**src/rtl/rtc_pkg.sv**
```systemverilog
package rtc_pkg;

    localparam int DATA_W = 32;
    localparam int ADDR_W = 5;
    localparam int SEL_W  = 2;
    localparam int N_SRC  = 1 << SEL_W;

    localparam logic [ADDR_W-1:0] OFS_COUNT = 5'h00;
    localparam logic [ADDR_W-1:0] OFS_CTRL  = 5'h04;
    localparam logic [ADDR_W-1:0] OFS_STAT  = 5'h08;
    localparam logic [ADDR_W-1:0] OFS_IVAL  = 5'h10;

    localparam int B_RUN     = 31;
    localparam int B_UNIT_EN = 15;
    localparam int B_IRQ_EN  = 14;
    localparam int B_SRC_LO  = 12;
    localparam int B_SLOW512 = 11;
    localparam int B_SLOW32  = 10;
    localparam int B_BUSY    = 17;
    localparam int B_FLAG    = 13;

    typedef struct packed {
        logic             run;
        logic             unit_en;
        logic             irq_en;
        logic [SEL_W-1:0] src;
        logic             slow512;
        logic             slow32;
    } ctrl_t;

endpackage

```
**src/rtl/rtc_prescale_stage.sv**
```systemverilog
module rtc_prescale_stage #(
    parameter int DIV = 32
) (
    input  logic clk_i,
    input  logic rst_ni,
    input  logic clear_i,
    input  logic bypass_i,
    input  logic tick_i,
    output logic tick_o
);
    localparam int CW = (DIV > 1) ? $clog2(DIV) : 1;
    localparam logic [CW-1:0] LAST = CW'(DIV - 1);

    logic [CW-1:0] cnt_d, cnt_q;

    always_comb begin
        cnt_d = cnt_q;
        if (clear_i) begin
            cnt_d = '0;
        end else if (tick_i && !bypass_i) begin
            cnt_d = (cnt_q == LAST) ? '0 : cnt_q + 1'b1;
        end
    end

    always_ff @(posedge clk_i) begin
        if (!rst_ni) cnt_q <= '0;
        else         cnt_q <= cnt_d;
    end

    assign tick_o = bypass_i ? tick_i : (tick_i && (cnt_q == LAST));

endmodule

```
**src/rtl/rtc_ival_sync.sv**
```systemverilog
module rtc_ival_sync #(
    parameter int W          = 32,
    parameter int SYNC_TICKS = 3
) (
    input  logic         clk_i,
    input  logic         rst_ni,
    input  logic         wr_i,
    input  logic [W-1:0] wdata_i,
    input  logic         tick_i,
    output logic         busy_o,
    output logic [W-1:0] ival_o,
    output logic         done_o
);
    localparam int SW = $clog2(SYNC_TICKS + 1);
    localparam logic [SW-1:0] LAST = SW'(SYNC_TICKS - 1);

    typedef struct packed {
        logic          busy;
        logic [SW-1:0] cnt;
        logic [W-1:0]  pend;
        logic [W-1:0]  ival;
    } sync_t;

    sync_t s_d, s_q;
    logic  done;

    always_comb begin
        s_d  = s_q;
        done = 1'b0;
        if (s_q.busy) begin
            if (tick_i) begin
                if (s_q.cnt == LAST) begin
                    s_d.busy = 1'b0;
                    s_d.cnt  = '0;
                    s_d.ival = s_q.pend;
                    done     = 1'b1;
                end else begin
                    s_d.cnt = s_q.cnt + 1'b1;
                end
            end
        end else if (wr_i) begin
            s_d.busy = 1'b1;
            s_d.cnt  = '0;
            s_d.pend = wdata_i;
        end
    end

    always_ff @(posedge clk_i) begin
        if (!rst_ni) s_q <= '0;
        else         s_q <= s_d;
    end

    assign busy_o = s_q.busy;
    assign ival_o = s_q.ival;
    assign done_o = done;

endmodule

```
**src/rtl/rtc_periodic.sv**
```systemverilog
module rtc_periodic #(
    parameter int W = 32
) (
    input  logic         clk_i,
    input  logic         rst_ni,
    input  logic         unit_en_i,
    input  logic         tick_i,
    input  logic [W-1:0] ival_i,
    input  logic         restart_i,
    input  logic         clr_i,
    output logic         flag_o
);
    typedef struct packed {
        logic [W-1:0] icnt;
        logic         flag;
    } per_t;

    per_t p_d, p_q;
    logic hit;

    always_comb begin
        p_d = p_q;
        hit = 1'b0;
        if (restart_i) begin
            p_d.icnt = '0;
        end else if (unit_en_i && tick_i && (ival_i != '0)) begin
            if (p_q.icnt + 1'b1 == ival_i) begin
                p_d.icnt = '0;
                hit      = 1'b1;
            end else begin
                p_d.icnt = p_q.icnt + 1'b1;
            end
        end
        p_d.flag = hit | (p_q.flag & ~clr_i);
    end

    always_ff @(posedge clk_i) begin
        if (!rst_ni) p_q <= '0;
        else         p_q <= p_d;
    end

    assign flag_o = p_q.flag;

endmodule

```
**src/rtl/rtc_counter_top.sv**
```systemverilog
module rtc_counter_top
    import rtc_pkg::*;
#(
    parameter int DIV_LO     = 32,
    parameter int DIV_HI     = 512,
    parameter int SYNC_TICKS = 3
) (
    input  logic              clk_i,
    input  logic              rst_ni,
    input  logic [N_SRC-1:0]  src_tick_i,
    input  logic              bus_req_i,
    input  logic              bus_we_i,
    input  logic [ADDR_W-1:0] bus_addr_i,
    input  logic [DATA_W-1:0] bus_wdata_i,
    output logic [DATA_W-1:0] bus_rdata_o,
    output logic              irq_o
);
    localparam int N_STAGE = 2;

    typedef struct packed {
        ctrl_t             ctrl;
        logic [DATA_W-1:0] count;
    } top_t;

    top_t t_d, t_q;

    logic wr_ctrl, wr_stat, wr_ival;
    logic sel_tick;
    logic [N_STAGE:0] chain;
    logic busy, sync_done, flag;
    logic [DATA_W-1:0] ival_cur;

    assign wr_ctrl  = bus_req_i && bus_we_i && (bus_addr_i == OFS_CTRL);
    assign wr_stat  = bus_req_i && bus_we_i && (bus_addr_i == OFS_STAT);
    assign wr_ival  = bus_req_i && bus_we_i && (bus_addr_i == OFS_IVAL);
    assign sel_tick = src_tick_i[t_q.ctrl.src];
    assign chain[0] = sel_tick && t_q.ctrl.run;

    for (genvar gi = 0; gi < N_STAGE; gi++) begin : g_stage
        localparam int SDIV = (gi == 0) ? DIV_LO : DIV_HI;
        logic bypass;
        assign bypass = (gi == 0) ? !t_q.ctrl.slow32 : !t_q.ctrl.slow512;
        rtc_prescale_stage #(.DIV(SDIV)) u_stage (
            .clk_i   (clk_i),
            .rst_ni  (rst_ni),
            .clear_i (!t_q.ctrl.run),
            .bypass_i(bypass),
            .tick_i  (chain[gi]),
            .tick_o  (chain[gi+1])
        );
    end

    rtc_ival_sync #(.W(DATA_W), .SYNC_TICKS(SYNC_TICKS)) u_sync (
        .clk_i  (clk_i),
        .rst_ni (rst_ni),
        .wr_i   (wr_ival),
        .wdata_i(bus_wdata_i),
        .tick_i (sel_tick),
        .busy_o (busy),
        .ival_o (ival_cur),
        .done_o (sync_done)
    );

    rtc_periodic #(.W(DATA_W)) u_periodic (
        .clk_i    (clk_i),
        .rst_ni   (rst_ni),
        .unit_en_i(t_q.ctrl.unit_en),
        .tick_i   (chain[N_STAGE]),
        .ival_i   (ival_cur),
        .restart_i(sync_done),
        .clr_i    (wr_stat && bus_wdata_i[B_FLAG]),
        .flag_o   (flag)
    );

    always_comb begin
        t_d = t_q;
        if (chain[N_STAGE]) t_d.count = t_q.count + 1'b1;
        if (wr_ctrl) begin
            t_d.ctrl.run     = bus_wdata_i[B_RUN];
            t_d.ctrl.unit_en = bus_wdata_i[B_UNIT_EN];
            t_d.ctrl.irq_en  = bus_wdata_i[B_IRQ_EN];
            if (!t_q.ctrl.run) begin
                t_d.ctrl.src     = bus_wdata_i[B_SRC_LO +: SEL_W];
                t_d.ctrl.slow512 = bus_wdata_i[B_SLOW512];
                t_d.ctrl.slow32  = bus_wdata_i[B_SLOW32];
            end
        end
    end

    always_ff @(posedge clk_i) begin
        if (!rst_ni) t_q <= '0;
        else         t_q <= t_d;
    end

    always_comb begin
        bus_rdata_o = '0;
        case (bus_addr_i)
            OFS_COUNT: bus_rdata_o = t_q.count;
            OFS_CTRL: begin
                bus_rdata_o[B_RUN]                = t_q.ctrl.run;
                bus_rdata_o[B_UNIT_EN]            = t_q.ctrl.unit_en;
                bus_rdata_o[B_IRQ_EN]             = t_q.ctrl.irq_en;
                bus_rdata_o[B_SRC_LO +: SEL_W]    = t_q.ctrl.src;
                bus_rdata_o[B_SLOW512]            = t_q.ctrl.slow512;
                bus_rdata_o[B_SLOW32]             = t_q.ctrl.slow32;
            end
            OFS_STAT: begin
                bus_rdata_o[B_BUSY] = busy;
                bus_rdata_o[B_FLAG] = flag;
            end
            OFS_IVAL: bus_rdata_o = ival_cur;
            default:  bus_rdata_o = '0;
        endcase
    end

    assign irq_o = flag && t_q.ctrl.unit_en && t_q.ctrl.irq_en;

endmodule

```
**config.mk**
```make
export PLATFORM = sky130hd
export DESIGN_NAME = rtc_counter_top
export DESIGN_NICKNAME = d
export VERILOG_FILES = /design/src/rtl/rtc_pkg.sv /design/src/rtl/rtc_prescale_stage.sv /design/src/rtl/rtc_ival_sync.sv /design/src/rtl/rtc_periodic.sv /design/src/rtl/rtc_counter_top.sv
export SDC_FILE = /design/constraint.sdc
export NUM_CORES = 1
export LEC_CHECK = 0
export CAP_MARGIN = 10
export CORE_UTILIZATION = 49
export DETAILED_ROUTE_END_ITERATION = 10
export PLACE_DENSITY = 0.68
export SYNTH_ARGS = -nofsm -noshare
export SYNTH_HDL_FRONTEND = slang
export SYNTH_HIERARCHICAL = 1
export SYNTH_SLANG_ARGS = --single-unit
```
**constraint.sdc**
```tcl
create_clock -name clk_i -period 5 [get_ports clk_i]
set_input_delay 0.5 -clock clk_i [delete_from_list [all_inputs] [get_ports clk_i]]
set_output_delay 0.5 -clock clk_i [all_outputs]
set_load 0.02 [all_outputs]
```
==> metrics.yaml, run 1 <==
status:
  outcome: "finished clean"
drt:
  dr_total_vias: 7745
  route.antenna.remaining_nets: 0
  wl_per_cell_um: 17.9
  drt_iter0_markers: 713
  first_pass_iters: 5
  via_per_inst: 5.91
  drc: 0
  routed_wl_um: 23500
floorplanning:
  start_util_pct: 50.5
  die_h_um: 136
  die-area_um2: 18400
  core_um2: 17400
  pin_count: 78
  die-width_um: 136
  fp-row-count: 48
hold_path:
  min_delay_path_depth: 2
  worstHoldStart: "u_sync/s_q[55]$_SDFFE_PN0P_"
  hp-class: "register to register"
  min_to: "u_sync/ival_o[23]$_SDFFE_PN0P_"
logic_synthesis:
  yosys_most_used_dff: "dfxtp_1"
  avgSynthCellArea_um2: 8.19
  synthArstFlopShare_pct: 0
  synthesis.area_um2: 8760
  synth_top_area_share_pct: 35.0
  netlist_instances: 1069
  yosysSeqAreaShare_pct: 35.0
  yosysWarnings: 6
  synth.net_count: 1121
  synth_edf_count: 0
  synth_cell_types: 76
  yosysTopAreaCell: "dfxtp_1"
  synth-seq-cells: 153
  synth_area_leaders: "dfxtp_1, nand2_1, nand3_1, xnor2_1, buf_4"
timing:
  min_period_ns: 3.74
  fin_crit_sh_pct: 74.9
  setup_slack_ns: 1.26
  setup-tns-final_ns: 0
  finalClockSkew_ns: 0.00993
  rsz0062_at_grt: "false"
  fmax_ghz: 0.267
  hold_viol: 0
  report.final.slew_viol_count: 0
  hold_ws_ns: 0.452
  tightest_slew_ns: 1.07
  max_slew_margin_pct: 28.9
  finalSetupViolCount: 0
cts:
  clkLatencyLatePin_ns: 0.43
  hold_buffers: 0
  cts_resized: 0
  clock-sinks: 153
  path_clk_slew_ns: 0.07
  post_cts_buffers: 0
  clock_path_buffers: 2
  cts_buffers: 17
  cts_htree_levels: 4
  tritoncts: "built"
  root_buffer: "clkbuf_16"
pwr:
  p_sw_share_pct: 23.8
  p_total_mw: 2.58
  clockPowerShare_pct: 49.4
  seq_power_share_pct: 47.3
  power_frac_comb_pct: 3.4
  peakVddDrop_uv: 223
  internal_power_mw: 1.97
  power_switching_uw: 614
  p_leak_nw: 3.60
  powerDensity_nw_per_um2: 262
worst_setup_path:
  reg2reg_from: "u_periodic/p_q[5]$_SDFFE_PP0P_"
  crit_required_ns: 5.28
  path_class: "register to register"
  crit_family: "simple AND/OR/NAND/NOR gates"
  critPathCaptureType: "register"
  reg2regPathDepth: 8
  max_stage_delay_ns: 0.73
  crit_fanout: 22
  path_cells: "and3_1, a41oi_1, nor4b_1, nand3_1, nor4_2, o2111ai_4, o21ai_4, nor2_1"
  arrival_ns: 4.02
  slowest_stage: "o21ai_4"
  r2r_slack_ns: 1.26
  critPathBufInv: 0
  reg2reg_to: "u_periodic/p_q[19]$_SDFFE_PP0P_"
  start_kind: "register"
final_layout:
  final_cell_mix: "nand2_1, dfxtp_1, nand3_1"
  seqCellArea_um2: 3060
  drive_gt1_share_pct: 8.11
  area_delta_synth_final_pct: 12.4
  post-route-util_pct: 56.7
  n_fill_cell: 1607
  antenna_cells: 0
  nNetsFinal: 1124
  multiInputGateArea_um2: 4970
  final_common_cell: "nand2_1"
global_route:
  grt_pass1_wl_um: 37700
  grt_antenna_before_repair: 0
  grt_overflow: 0
  grt_use_total_pct: 26.5
  grt_pass1_vias: 7043
  grt_max_degree: 89
place:
  port_buffers: 77
  dp_hpwl_um: 16500
  globalplace.congestion: 0.955
  dp_slack_ns: 1.25
flow_run:
  max-cap-violations: 0
-- sequential cells by signal, indices dropped and copies added (netlist names) --
register,count
u_periodic/p_q,32
u_sync/ival_o,32
u_periodic/flag_o,1
g_stage.u_stage/cnt_q,14
t_q,39
u_sync/s_q,34
u_sync/busy_o,1
-- stage by stage --
stage	instance area, um2	instances
after floorplan	8760	1069
after global placement	9260	1278
after detailed placement	9260	1278
after CTS	9840	1310
after global routing	9840	1310
final	9840	1310
-- layout make-up --
class / instances / area share [%]
multi-input combinational: 788 / 50.5
clock inverter: 15 / 1.65
inverter: 25 / 0.966
clock buffer: 17 / 4.32
sequential: 153 / 31.1
tap: 225 / 2.86
timing repair buffer: 87 / 8.57
-- worst register-to-register path, cell delays in order (launching register included) --
cell,delay [ns]
dfxtp_1,0.56
and3_1,0.48
a41oi_1,0.19
nor4b_1,0.38
nand3_1,0.15
nor4_2,0.48
o2111ai_4,0.51
o21ai_4,0.74
nor2_1,0.12
-- worst max-delay path by stage --
stage	from	to	slack, ns	cells past startpoint
after global routing	u_periodic/p_q[5]$_SDFFE_PP0P_	u_periodic/p_q[19]$_SDFFE_PP0P_	1.06	8
after CTS	bus_addr_i[4]	bus_rdata_o[11]	1.35	6
after global placement	src_tick_i[1]	u_periodic/p_q[16]$_SDFFE_PP0P_	1.33	9
after floorplan	u_periodic/p_q[1]$_SDFFE_PP0P_	u_periodic/p_q[23]$_SDFFE_PP0P_	2.38	10
after detailed placement	src_tick_i[1]	u_periodic/p_q[19]$_SDFFE_PP0P_	1.25	9
final	u_periodic/p_q[5]$_SDFFE_PP0P_	u_periodic/p_q[19]$_SDFFE_PP0P_	1.26	8
-- Yosys cell counts, types with 19 or more instances --
master    number
nand2_1      166
dfxtp_1      153
nand3_1      102
nor2_1        59
buf_4         40
nand4_1       38
xnor2_1       37
xor2_1        32
a21boi_1      30
clkbuf_1      27
buf_2         25
a22o_1        24
inv_1         24
a21oi_1       22
mux2i_1       21
a31oi_1       19
-- power by group through the flow --
stage	logic (mW)	clock network, mW	registers [mW]
after floorplan	0.0406	0	1.25
after global placement	0.0864	0	1.25
after detailed placement	0.0866	0	1.25
after CTS	0.0871	1.30	1.22
after global routing	0.0933	1.34	1.22
final	0.0872	1.27	1.22
-- metal layers --
layer / part of all wire [%] / up-vias / wire [um] / track usage, %
met4: 2.7 / 0 / 643 / 11.0
met3: 7.9 / 45 / 1860 / 6.66
met5: 0 / - / 0 / 0
li1: - / 3796 / - / -
met1: 46 / 3621 / 10700 / 35.9
met2: 44 / 283 / 10300 / 39.8
-- cell families after synthesis --
kind of cell | after synthesis | synth area share, %
AOI/OAI and AO/OA | 171 | 14.2
muxes | 25 | 3.04
DFF | 153 | 35.0
xor gates and xnor gates | 69 | 6.90
buffers and inverters | 128 | 8.36
adders and majority gates | 7 | 1.00
and+or+nand+nor | 516 | 31.5
Note: power is estimated with default switching activity, not from simulation.
==> run 2: changes to the inputs <==
clock period = 3.7 ns   (was 5 ns; I/O delays follow)
==> run 2 against run 1 <==
Effect of this change:
- via count rose by 1.2%
- count of clock-buffer cells in the layout stayed put
- final cell count is 1.2% higher
- combinational power is 39% higher
- total power increased by 35%
- global-route usage rose by 0.16 points
- sequential share of layout area fell by 0.39 points
- critical endpoint unchanged
- highest routed layer unchanged
==> metrics.yaml, run 2 (same netlist as run 1, synthesis figures left out) <==
timing:
  max_slew_margin_pct: 30.3
  setup_slack_ns: 0.304
  setup-tns-final_ns: 0
  hold_viol: 0
  report.final.slew_viol_count: 0
  finalClockSkew_ns: 0.0108
  tightest_slew_ns: 1.04
  fin_crit_sh_pct: 91.8
  rsz0062_at_grt: "false"
  finalSetupViolCount: 0
  min_period_ns: 3.40
  hold_ws_ns: 0.328
  fmax_ghz: 0.294
global_route:
  grt_pass1_wl_um: 38100
  grt_max_degree: 99
  grt_antenna_before_repair: 0
  grt_overflow: 0
  grt_pass1_vias: 7042
  grt_use_total_pct: 26.7
cts:
  hold_buffers: 0
  cts_htree_levels: 4
  cts_resized: 0
  cts_buffers: 17
  post_cts_buffers: 0
  clkLatencyLatePin_ns: 0.43
  path_clk_slew_ns: 0.07
  root_buffer: "clkbuf_16"
  clock_path_buffers: 2
  tritoncts: "built"
  clock-sinks: 153
worst_setup_path:
  path_class: "register to register"
  crit_fanout: 22
  slowest_stage: "dfxtp_1"
  critPathCaptureType: "register"
  max_stage_delay_ns: 0.46
  arrival_ns: 3.71
  crit_required_ns: 4.02
  critPathBufInv: 2
  crit_family: "compound AO/OA/AOI/OAI gates"
  path_cells: "ha_1, nand3_2, nor4_4, buf_4, xnor2_1, a311oi_1, and4_1, o2111ai_4, o21ai_4, buf_12, nor2_1"
  start_kind: "register"
hold_path:
  hp-class: "primary input to register"
drt:
  first_pass_iters: 7
  drt_iter0_markers: 845
  routed_wl_um: 23700
  drc: 0
  via_per_inst: 5.91
  dr_total_vias: 7836
  route.antenna.remaining_nets: 0
  wl_per_cell_um: 17.8
floorplanning:
  die-area_um2: 18400
  die_h_um: 136
  fp-row-count: 48
  die-width_um: 136
  start_util_pct: 50.5
  pin_count: 78
  core_um2: 17400
pwr:
  peakVddDrop_uv: 293
  powerDensity_nw_per_um2: 350
  p_total_mw: 3.49
  p_leak_nw: 3.68
place:
  dp_hpwl_um: 16900
  dp_slack_ns: 0.444
  port_buffers: 77
  dpl_cell_area_um2: 9390
  dp.cells: 1294
  globalplace.congestion: 0.964
final_layout:
  final_common_cell: "nand2_1"
  final_cell_mix: "nand2_1, dfxtp_1, nand3_1"
  antenna_cells: 0
  area_delta_synth_final_pct: 13.8
  regMostFlops: "t_q"
  stdcell_area_um2: 9970
  post-route-util_pct: 57.4
  top_regs: "t_q (39), u_sync/s_q (34)"
  nNetsFinal: 1140
  largest_register_ffs: 39
  final_cells: 1326
  drive_gt1_share_pct: 9.45
status:
  outcome: "finished clean"
flow_run:
  max-cap-violations: 0
run 2: where the power goes:
| group | switching (mW) | internal (mW) |
|---|---|---|
| sequential | 0.00126 | 1.65 |
| combinational | 0.0601 | 0.0608 |
| clock | 0.818 | 0.899 |
run 2: tightest hold or removal path, cell delays in order:
cell and delay (ns):
buf_4 0.19, nand2_1 0.09, mux2i_1 0.06
run 2: layout make-up:
| cell class | instances | area [um2] |
|---|---|---|
| clock inverters | 15 | 156 |
| repair buffers | 103 | 976 |
| inverters | 25 | 95.1 |
| multi-input cells | 788 | 4970 |
| clock buffers | 17 | 425 |
| flip-flops and latches | 153 | 3060 |
| fillers | 1635 | 7390 |
| well taps | 225 | 282 |
run 2: final timing paths:
check,depth (start not counted),to,slack [ns],startpoint
worst min register to register,2,u_sync/ival_o[15]$_SDFFE_PN0P_,0.45,u_sync/s_q[47]$_SDFFE_PN0P_
worst max register to register,11,u_periodic/p_q[19]$_SDFFE_PP0P_,0.30,u_periodic/p_q[1]$_SDFFE_PP0P_
worst min-delay path,3,t_q[29]$_SDFFE_PN0P_,0.33,rst_ni
worst max-delay path,11,u_periodic/p_q[19]$_SDFFE_PP0P_,0.30,u_periodic/p_q[1]$_SDFFE_PP0P_
run 2: routing by layer:
layer / global-route usage [%] / wire length (um) / up-vias
li1: - / - / 3835
met1: 37.4 / 10900 / 3692
met2: 39.8 / 10400 / 273
met3: 6.06 / 1780 / 36
met4: 9.43 / 586 / 0
met5: 0 / 0 / -
